### config.mk
export PLATFORM = sky130hd
export DESIGN_NAME = tick_timer
export DESIGN_NICKNAME = d
export VERILOG_FILES = /design/src/rtl/tmr_pkg.sv /design/src/rtl/tmr_prescale.sv /design/src/rtl/tmr_counter.sv /design/src/rtl/tmr_regs.sv /design/src/rtl/tick_timer.sv
export SDC_FILE = /design/constraint.sdc
export NUM_CORES = 1
export LEC_CHECK = 0
export BUFFER_PORTS_ARGS = -buffer_cell sky130_fd_sc_hd__clkbuf_2
export CORE_UTILIZATION = 60
export CTS_BUF_LIST = sky130_fd_sc_hd__clkbuf_2
export DETAILED_ROUTE_END_ITERATION = 6
export PLACE_DENSITY = 0.79
export SLEW_MARGIN = 40
export SYNTH_ARGS = -nofsm -noshare
export SYNTH_HDL_FRONTEND = slang
export SYNTH_SLANG_ARGS = --single-unit
### constraint.sdc
create_clock -name clk -period 2.5 [get_ports clk]
set_input_delay 0.625 -clock clk [delete_from_list [all_inputs] [get_ports clk]]
set_output_delay 0.625 -clock clk [all_outputs]
set_load 0.005 [all_outputs]
### src/rtl/tmr_pkg.sv
package tmr_pkg;
  localparam int CNT_W  = 22;
  localparam int GRP_W  = 6;
  localparam int BYTE_W = 8;
  localparam int NGRP   = 3;
  localparam int TOP_W  = CNT_W - NGRP * GRP_W;

  typedef enum logic [2:0] {
    A_LAT0 = 3'd0,
    A_LAT1 = 3'd1,
    A_LAT2 = 3'd2,
    A_LAT3 = 3'd3,
    A_CTRL = 3'd4
  } reg_addr_e;

  // Six count bits into one latch byte: [4:0] low bits, [6] top bit, gaps zero.
  function automatic logic [BYTE_W-1:0] pack_grp(input logic [GRP_W-1:0] g);
    logic [BYTE_W-1:0] b;
    b      = '0;
    b[4:0] = g[4:0];
    b[6]   = g[5];
    return b;
  endfunction
endpackage

### src/rtl/tmr_prescale.sv
module tmr_prescale (
  input  logic clk,
  input  logic rst,
  input  logic strap_fast,
  input  logic run,
  output logic tick
);
  logic phase_q;

  always_ff @(posedge clk) begin
    if (rst)             phase_q <= 1'b0;
    else if (strap_fast) phase_q <= ~phase_q;
    else                 phase_q <= 1'b0;
  end

  assign tick = run && (!strap_fast || phase_q);
endmodule

### src/rtl/tmr_counter.sv
module tmr_counter #(
  parameter int CNT_W = 22
) (
  input  logic             clk,
  input  logic             rst,
  input  logic             tick,
  input  logic             clr,
  input  logic [CNT_W-1:0] term,
  output logic [CNT_W-1:0] count,
  output logic             wrap
);
  logic [CNT_W-1:0] cnt_q;

  assign wrap = tick && (cnt_q >= term);

  always_ff @(posedge clk) begin
    if (rst)       cnt_q <= '0;
    else if (clr)  cnt_q <= '0;
    else if (wrap) cnt_q <= '0;
    else if (tick) cnt_q <= cnt_q + 1'b1;
  end

  assign count = cnt_q;
endmodule

### src/rtl/tmr_regs.sv
module tmr_regs
  import tmr_pkg::*;
#(
  parameter logic [CNT_W-1:0] TERM_RESET = '1
) (
  input  logic              clk,
  input  logic              rst,
  input  logic [2:0]        bus_addr,
  input  logic              bus_wr,
  input  logic              bus_rd,
  input  logic [BYTE_W-1:0] bus_wdata,
  input  logic [CNT_W-1:0]  count,
  input  logic              wrap,
  output logic              run,
  output logic              ie,
  output logic              clr,
  output logic [CNT_W-1:0]  term,
  output logic [BYTE_W-1:0] bus_rdata,
  output logic              irq
);
  logic [CNT_W-1:0]  term_q, term_d, hold_q;
  logic              run_q, ie_q, pend_q;
  logic [BYTE_W-1:0] rdata_q, rd_mux;
  logic [BYTE_W-1:0] lat_byte [NGRP+1];
  logic              term_wr, ctrl_wr, ie_clear;

  assign term_wr  = bus_wr && (bus_addr <= A_LAT2);
  assign ctrl_wr  = bus_wr && (bus_addr == A_CTRL);
  assign ie_clear = ctrl_wr && !bus_wdata[1];
  assign clr      = term_wr && !run_q;

  always_comb begin
    term_d = term_q;
    for (int b = 0; b < NGRP; b++) begin
      if (term_wr && bus_addr == 3'(b)) begin
        for (int i = 0; i < BYTE_W; i++) begin
          if (b * BYTE_W + i < CNT_W) term_d[b*BYTE_W+i] = bus_wdata[i];
        end
      end
    end
  end

  always_ff @(posedge clk) begin
    if (rst) begin
      term_q <= TERM_RESET;
      run_q  <= 1'b0;
      ie_q   <= 1'b0;
      pend_q <= 1'b0;
    end else begin
      term_q <= term_d;
      if (ctrl_wr) begin
        run_q <= bus_wdata[0];
        ie_q  <= bus_wdata[1];
      end
      if (ie_clear)         pend_q <= 1'b0;
      else if (wrap && ie_q) pend_q <= 1'b1;
    end
  end

  // Latch byte 0 comes from the live count; the rest from the held copy.
  for (genvar g = 0; g < NGRP; g++) begin : g_lat
    if (g == 0) begin : g_live
      assign lat_byte[g] = pack_grp(count[GRP_W-1:0]);
    end else begin : g_held
      assign lat_byte[g] = pack_grp(hold_q[g*GRP_W +: GRP_W]);
    end
  end
  assign lat_byte[NGRP] = BYTE_W'(hold_q[CNT_W-1 -: TOP_W]);

  always_comb begin
    rd_mux = '0;
    if (bus_addr <= A_LAT3) rd_mux = lat_byte[bus_addr[1:0]];
    else if (bus_addr == A_CTRL) rd_mux = BYTE_W'({ie_q, run_q});
  end

  always_ff @(posedge clk) begin
    if (rst) begin
      hold_q  <= '0;
      rdata_q <= '0;
    end else if (bus_rd) begin
      rdata_q <= rd_mux;
      if (bus_addr == A_LAT0) hold_q <= count;
    end
  end

  assign run       = run_q;
  assign ie        = ie_q;
  assign term      = term_q;
  assign bus_rdata = rdata_q;
  assign irq       = pend_q;
endmodule

### src/rtl/tick_timer.sv
module tick_timer
  import tmr_pkg::*;
#(
  parameter logic [CNT_W-1:0] TERM_RESET = '1
) (
  input  logic              clk,
  input  logic              rst,
  input  logic              strap_fast,
  input  logic [2:0]        bus_addr,
  input  logic              bus_wr,
  input  logic              bus_rd,
  input  logic [BYTE_W-1:0] bus_wdata,
  output logic [BYTE_W-1:0] bus_rdata,
  output logic              irq
);
  logic             run_w, ie_w, clr_w, tick_w, wrap_w;
  logic [CNT_W-1:0] term_w, count_w;

  tmr_prescale u_pre (
    .clk(clk), .rst(rst), .strap_fast(strap_fast), .run(run_w), .tick(tick_w)
  );

  tmr_counter #(.CNT_W(CNT_W)) u_cnt (
    .clk(clk), .rst(rst), .tick(tick_w), .clr(clr_w), .term(term_w),
    .count(count_w), .wrap(wrap_w)
  );

  tmr_regs #(.TERM_RESET(TERM_RESET)) u_regs (
    .clk(clk), .rst(rst), .bus_addr(bus_addr), .bus_wr(bus_wr), .bus_rd(bus_rd),
    .bus_wdata(bus_wdata), .count(count_w), .wrap(wrap_w), .run(run_w),
    .ie(ie_w), .clr(clr_w), .term(term_w), .bus_rdata(bus_rdata), .irq(irq)
  );
endmodule

# After elaboration in Yosys (flattened, before gate mapping)
# Cells that the tools add are included.
[word_totals] ff_bits=78 inputBits=16 out_inout_bits=9 wordCells=45
[classes] add_sub_neg=1 n_lt_le_gt_ge=4 eq_ne=3 mux=5 bitwise=3 n_reduce_logical=19
[ops] operator="2-to-1 mux 8 bit" count=3
[ops] operator="adder 22 x 1 -> 22 bit (second input constant)" count=1
[ops] operator=">= comparator 22 bit" count=1
[ops] operator="binary-select mux 8 bit (select 2 bit)" count=1
[ops] operator="logical AND 1 bit" count=10
[ops] operator="<= comparator 3 x 2 -> 1 bit (second input constant)" count=2
[ops] operator="OR reduction 2 bit" count=2
[ops] operator="== test 3 x 1 -> 1 bit (second input constant)" count=1
[ops] operator="== test 3 x 2 -> 1 bit (second input constant)" count=1
[ops] operator="== test 3 bit (second input constant)" count=1
[ops] operator=">= comparator 3 bit (second input constant)" count=1
[ops] operator="zero test 1 bit" count=3
[ops] operator="zero test 3 bit" count=1
[ops] operator="inverter 2 -> 3 bit" count=1
[ops] operator="OR reduction 3 bit" count=1
[ops] operator="2-to-1 mux 2 bit" count=1
[ops] operator="inverter 1 bit" count=2
[ops] operator="AND reduction 2 bit" count=1
[ops] operator="logical OR 1 bit" count=1

# Logic depth before layout (Yosys ltp)
[depth] word_depth=5 depth_mapped=9 mapped_depth_nobuf=8

# Modules after synthesis
# Synthesis repeated with hierarchy kept, for this count alone.
[unflattened] cells_unflattened=409 hier_area_um2=3654.8
[modules_own_cells] mod="tmr_regs" instances=1 cells_per_inst=216 area_per_inst_um2=1993.2 seq_area_each_um2=940.9
[modules_own_cells] mod="tmr_counter" instances=1 cells_per_inst=189 area_per_inst_um2=1615.3 seq_area_each_um2=440.4
[modules_own_cells] mod="tmr_prescale" instances=1 cells_per_inst=4 area_per_inst_um2=46.3 seq_area_each_um2=20.0

# Least setup slack after synthesis
# OpenSTA, ideal clock, no wires.
[synth_path] path_kind="register -> register" start="register u_cnt.cnt_q[0], in the netlist u_cnt.count[0]" end="register u_cnt.cnt_q[9], in the netlist u_cnt.count[9]" setup_time_ns=0.074 arrival_ns=1.890 required_time_ns=2.426 slack_ns=0.535 stages_incl_launch_ff=10 n_path_buf=1 synth_period_minus_slack_ns=1.965 path_cell_list="dfxtp_1 > inv_1 > ha_1 > nand2b_4 > a211oi_2 > nor3_1 > o311ai_4 > a21oi_4 > buf_6 > nor3_4"
[synth_via] elab_chain_len=3 elab_cells_between_ends=4 classes_between="add/sub: 1; order compare: 1; reduce/logical: 2"
[synth_rtl] element="start: declaration" line_no="tmr_counter.sv:12" rtl="logic [CNT_W-1:0] cnt_q;"
[synth_rtl] element="start signal: assignment" line_no="tmr_counter.sv:20" rtl="else if (tick) cnt_q <= cnt_q + 1'b1;"
[synth_rtl] element=">= comparator 22 bit" line_no="tmr_counter.sv:14" rtl="assign wrap = tick && (cnt_q >= term);"
[synth_rtl] element="logical AND 1 bit" line_no="tmr_counter.sv:14"
[synth_rtl] element="OR reduction 3 bit (no line)"
# Several ways; a longest one is shown, not always the timed one.
# A chain may end at the register's enable or synchronous reset.

# Worst setup path after layout
[layout_path] start="register u_cnt.cnt_q[0], in the netlist u_cnt.count[0]" end="register u_cnt.cnt_q[5], in the netlist u_cnt.count[5]"
# The elaborated chain is that of the path after synthesis.

==> flow_summary.yaml <==
outcome:
  status: "finished clean"
critical_path:
  crit_type: "register to register"
  worst_ep_required_time_ns: 2.93
  crit_arrival_ns: 2.83
  r2r_cells: 9
  cp-start-kind: "register"
  crit_fanout: 19
  worst_setup_path_end_kind: "register"
timing:
  period_share_pct: 96.2
  fin_crit_ns: 2.40
  worstMarginPinSlew_ns: 0.583
  fin_tns_setup_ns: 0
  clock-skew-final_ns: 0.0234
  drv_slew: 0
  rsz0062_at_grt: "false"
  slew_headroom_pct: 61.1
  hold_viol_final: 0
  setup_viol: 0
  fmax_mhz: 416
clocking:
  postCtsHoldBufs: 0
  cts_htree_levels: 3
  ctsResizeCount: 0
  cts_made_buffers: 9
  clk_latency_ns: 0.51
  cts.sinks: 70
  clockRootBuffer: "clkbuf_2"
  ctsLongestPathBuffers: 2
  postCtsSetupRepairBufs: 0
  clkTransAtPathRegs_ns: 0.21
  cts_tree: "built"
route:
  finalWirelength_um: 7950
  drt_iter0_drc: 176
  post-route-drc-count: 0
  final_antenna_net_count: 0
  vias_per_cell: 5.77
  wire_per_inst_um: 15.8
  vias: 2897
  drt_pass1_iterations: 4
pwr:
  p_total_mw: 2.01
  power_frac_seq_pct: 56.7
  p_switching_uw: 505
  clkPwrFrac_pct: 36.9
  p_comb_share_pct: 6.4
  power_density_nw_per_um2: 522
  p_int_mw: 1.50
  vdd_drop_max_mv: 0.318
  switching_share_pct: 25.1
  cellLeakagePower_nw: 1.70
job:
  max_cap_viol_count: 0
layout:
  multi_input_area_um2: 1940
  syn2layout_area_growth_pct: 8.92
  fillers: 461
  fin_nets: 464
  final_core_util_pct: 68.7
  seqCellArea_um2: 1400
  antennaDiodeCount: 0
  layout-drive-gt1-share_pct: 16.0
floorplanning:
  num_rows: 27
  io_pins: 25
  core_um2: 5610
  die_h_um: 78.8
  start_util_pct: 63.1
  die_w_um: 78.8
  dieArea_um2: 6200
place:
  place_congestion: 0.847
  hpwl_um: 5890
  portBuffers: 22
synth:
  synth_area_per_cell_um2: 8.82
  synth_edf_count: 0
  synth_seq_cells: 70
  netlist_instances: 401
  netlist-cell-type-count: 45
  seq_area_frac_synth_pct: 39.6
  async_reset_ff_share_pct: 0
  yosys_warnings: 0
  synthesis.area_um2: 3540
  ys.flop_type: "dfxtp_1"
global_route:
  grtUsageTotal_pct: 27.6
  overflow: 0
  antenna_found_initial: 0
  grt_pass1_wl_um: 13000
  grt_pass1_vias: 2730
  grt_max_degree: 27
hold_path:
  hold_depth: 2
  hp-class: "primary input to register"
-- kinds of logic (layout without fill, tap and decap cells) --
group | after synthesis | in the layout | share of synthesized area [%]
and+or+nand+nor | 161 | 161 | 23.7
AOI/OAI and AO/OA | 71 | 71 | 14.3
DFF | 70 | 70 | 39.6
buffers and inverters | 48 | 76 | 5.73
adders and majority gates | 23 | 23 | 8.14
xor gates and xnor gates | 19 | 19 | 4.71
muxes | 8 | 8 | 3.68
other | 1 | 2 | 0.106
-- state kept, by name, summed over array words and instances (netlist names) --
name	cells
u_regs.bus_rdata	6
u_pre.phase_q	1
u_regs.run	1
u_regs.ie	1
u_regs.irq	1
u_cnt.count	22
u_regs.term	22
u_regs.hold_q	16
-- cell usage after synthesis (10+ instances only) --
cell type   n  area [µm²]
dfxtp_1    70        1400
nand2_1    53         199
nand3_1    13        65.1
nand4_1    10        62.6
ha_1       23         288
nor2_1     34         128
nor3_1     10        50.1
nor3_2     11         110
a211o_1    21         184
clkbuf_1   10        37.5
xor2_1     16         140
inv_1      28         105
a21oi_1    33         165
-- metrics by stage --
stage | hold slack, ns | instances | area [µm²] | worst slack, ns
after floorplan | 0.433 | 402 | 3540 | 0.535
after global placement | 0.439 | 486 | 3720 | 0.282
after detailed placement | 0.447 | 486 | 3720 | 0.203
after CTS | 0.311 | 502 | 3850 | 0.119
after global routing | 0.319 | 502 | 3850 | 0.0236
final | 0.325 | 502 | 3850 | 0.0954
-- placed cells by master (no fill, tap or decap), drive strengths merged, types with 10 or more instances in the layout --
cell	synthesis	layout
nand3	13	13
nand2	54	54
a211o	21	21
buf	9	10
nor3	23	23
ha	23	23
nand4	10	10
inv	28	28
xor2	16	16
clkbuf	11	31
dfxtp	70	70
nor2	35	35
a21oi	34	34
-- routing by layer --
metal / track usage (%) / wire, µm / vias up
met5: 0 / 0 / -
met4: 14.1 / 238 / 0
met3: 4.48 / 439 / 20
met2: 45.4 / 3740 / 96
met1: 35.0 / 3530 / 1358
li1: - / - / 1423
-- final timing paths --
path                                   from                        endpoint  slack (ns)
max             u_cnt.count[0]$_SDFFE_PP0P_     u_cnt.count[5]$_SDFFE_PP0P_         0.1
min reg2reg  u_regs.hold_q[12]$_SDFFE_PP0P_  u_regs.hold_q[12]$_SDFFE_PP0P_        0.47
min                            bus_wdata[7]     u_regs.term[7]$_SDFFE_PP1P_        0.32
max reg2reg     u_cnt.count[0]$_SDFFE_PP0P_     u_cnt.count[5]$_SDFFE_PP0P_         0.1
-- power by group through the flow --
stage                     Sequential (mW)  Combinational [mW]  Clock (mW)
after floorplan                      1.16              0.0880           0
after global placement               1.16               0.123           0
after detailed placement             1.16               0.127           0
after CTS                            1.14               0.128       0.746
after global routing                 1.14               0.143       0.787
final                                1.14               0.128       0.742
-- critical path, stage by stage, from the launching register on --
cell and delay, ns:
dfxtp_1 0.46, inv_1 0.11, ha_1 0.28, nand2b_4 0.14
a211oi_2 0.21, nor3_1 0.11, o311ai_4 0.44, a21oi_4 0.09
buf_4 0.23, nor3_1 0.23
-- layout make-up --
cell class	count	area share [%]
multi-input cells	284	50.3
flip-flops and latches	70	36.4
repair buffers	32	4.81
inverters	28	2.73
well taps	72	2.34
clock inverters	7	2.31
clock buffers	9	1.17
(Power assumes the default switching activity.)
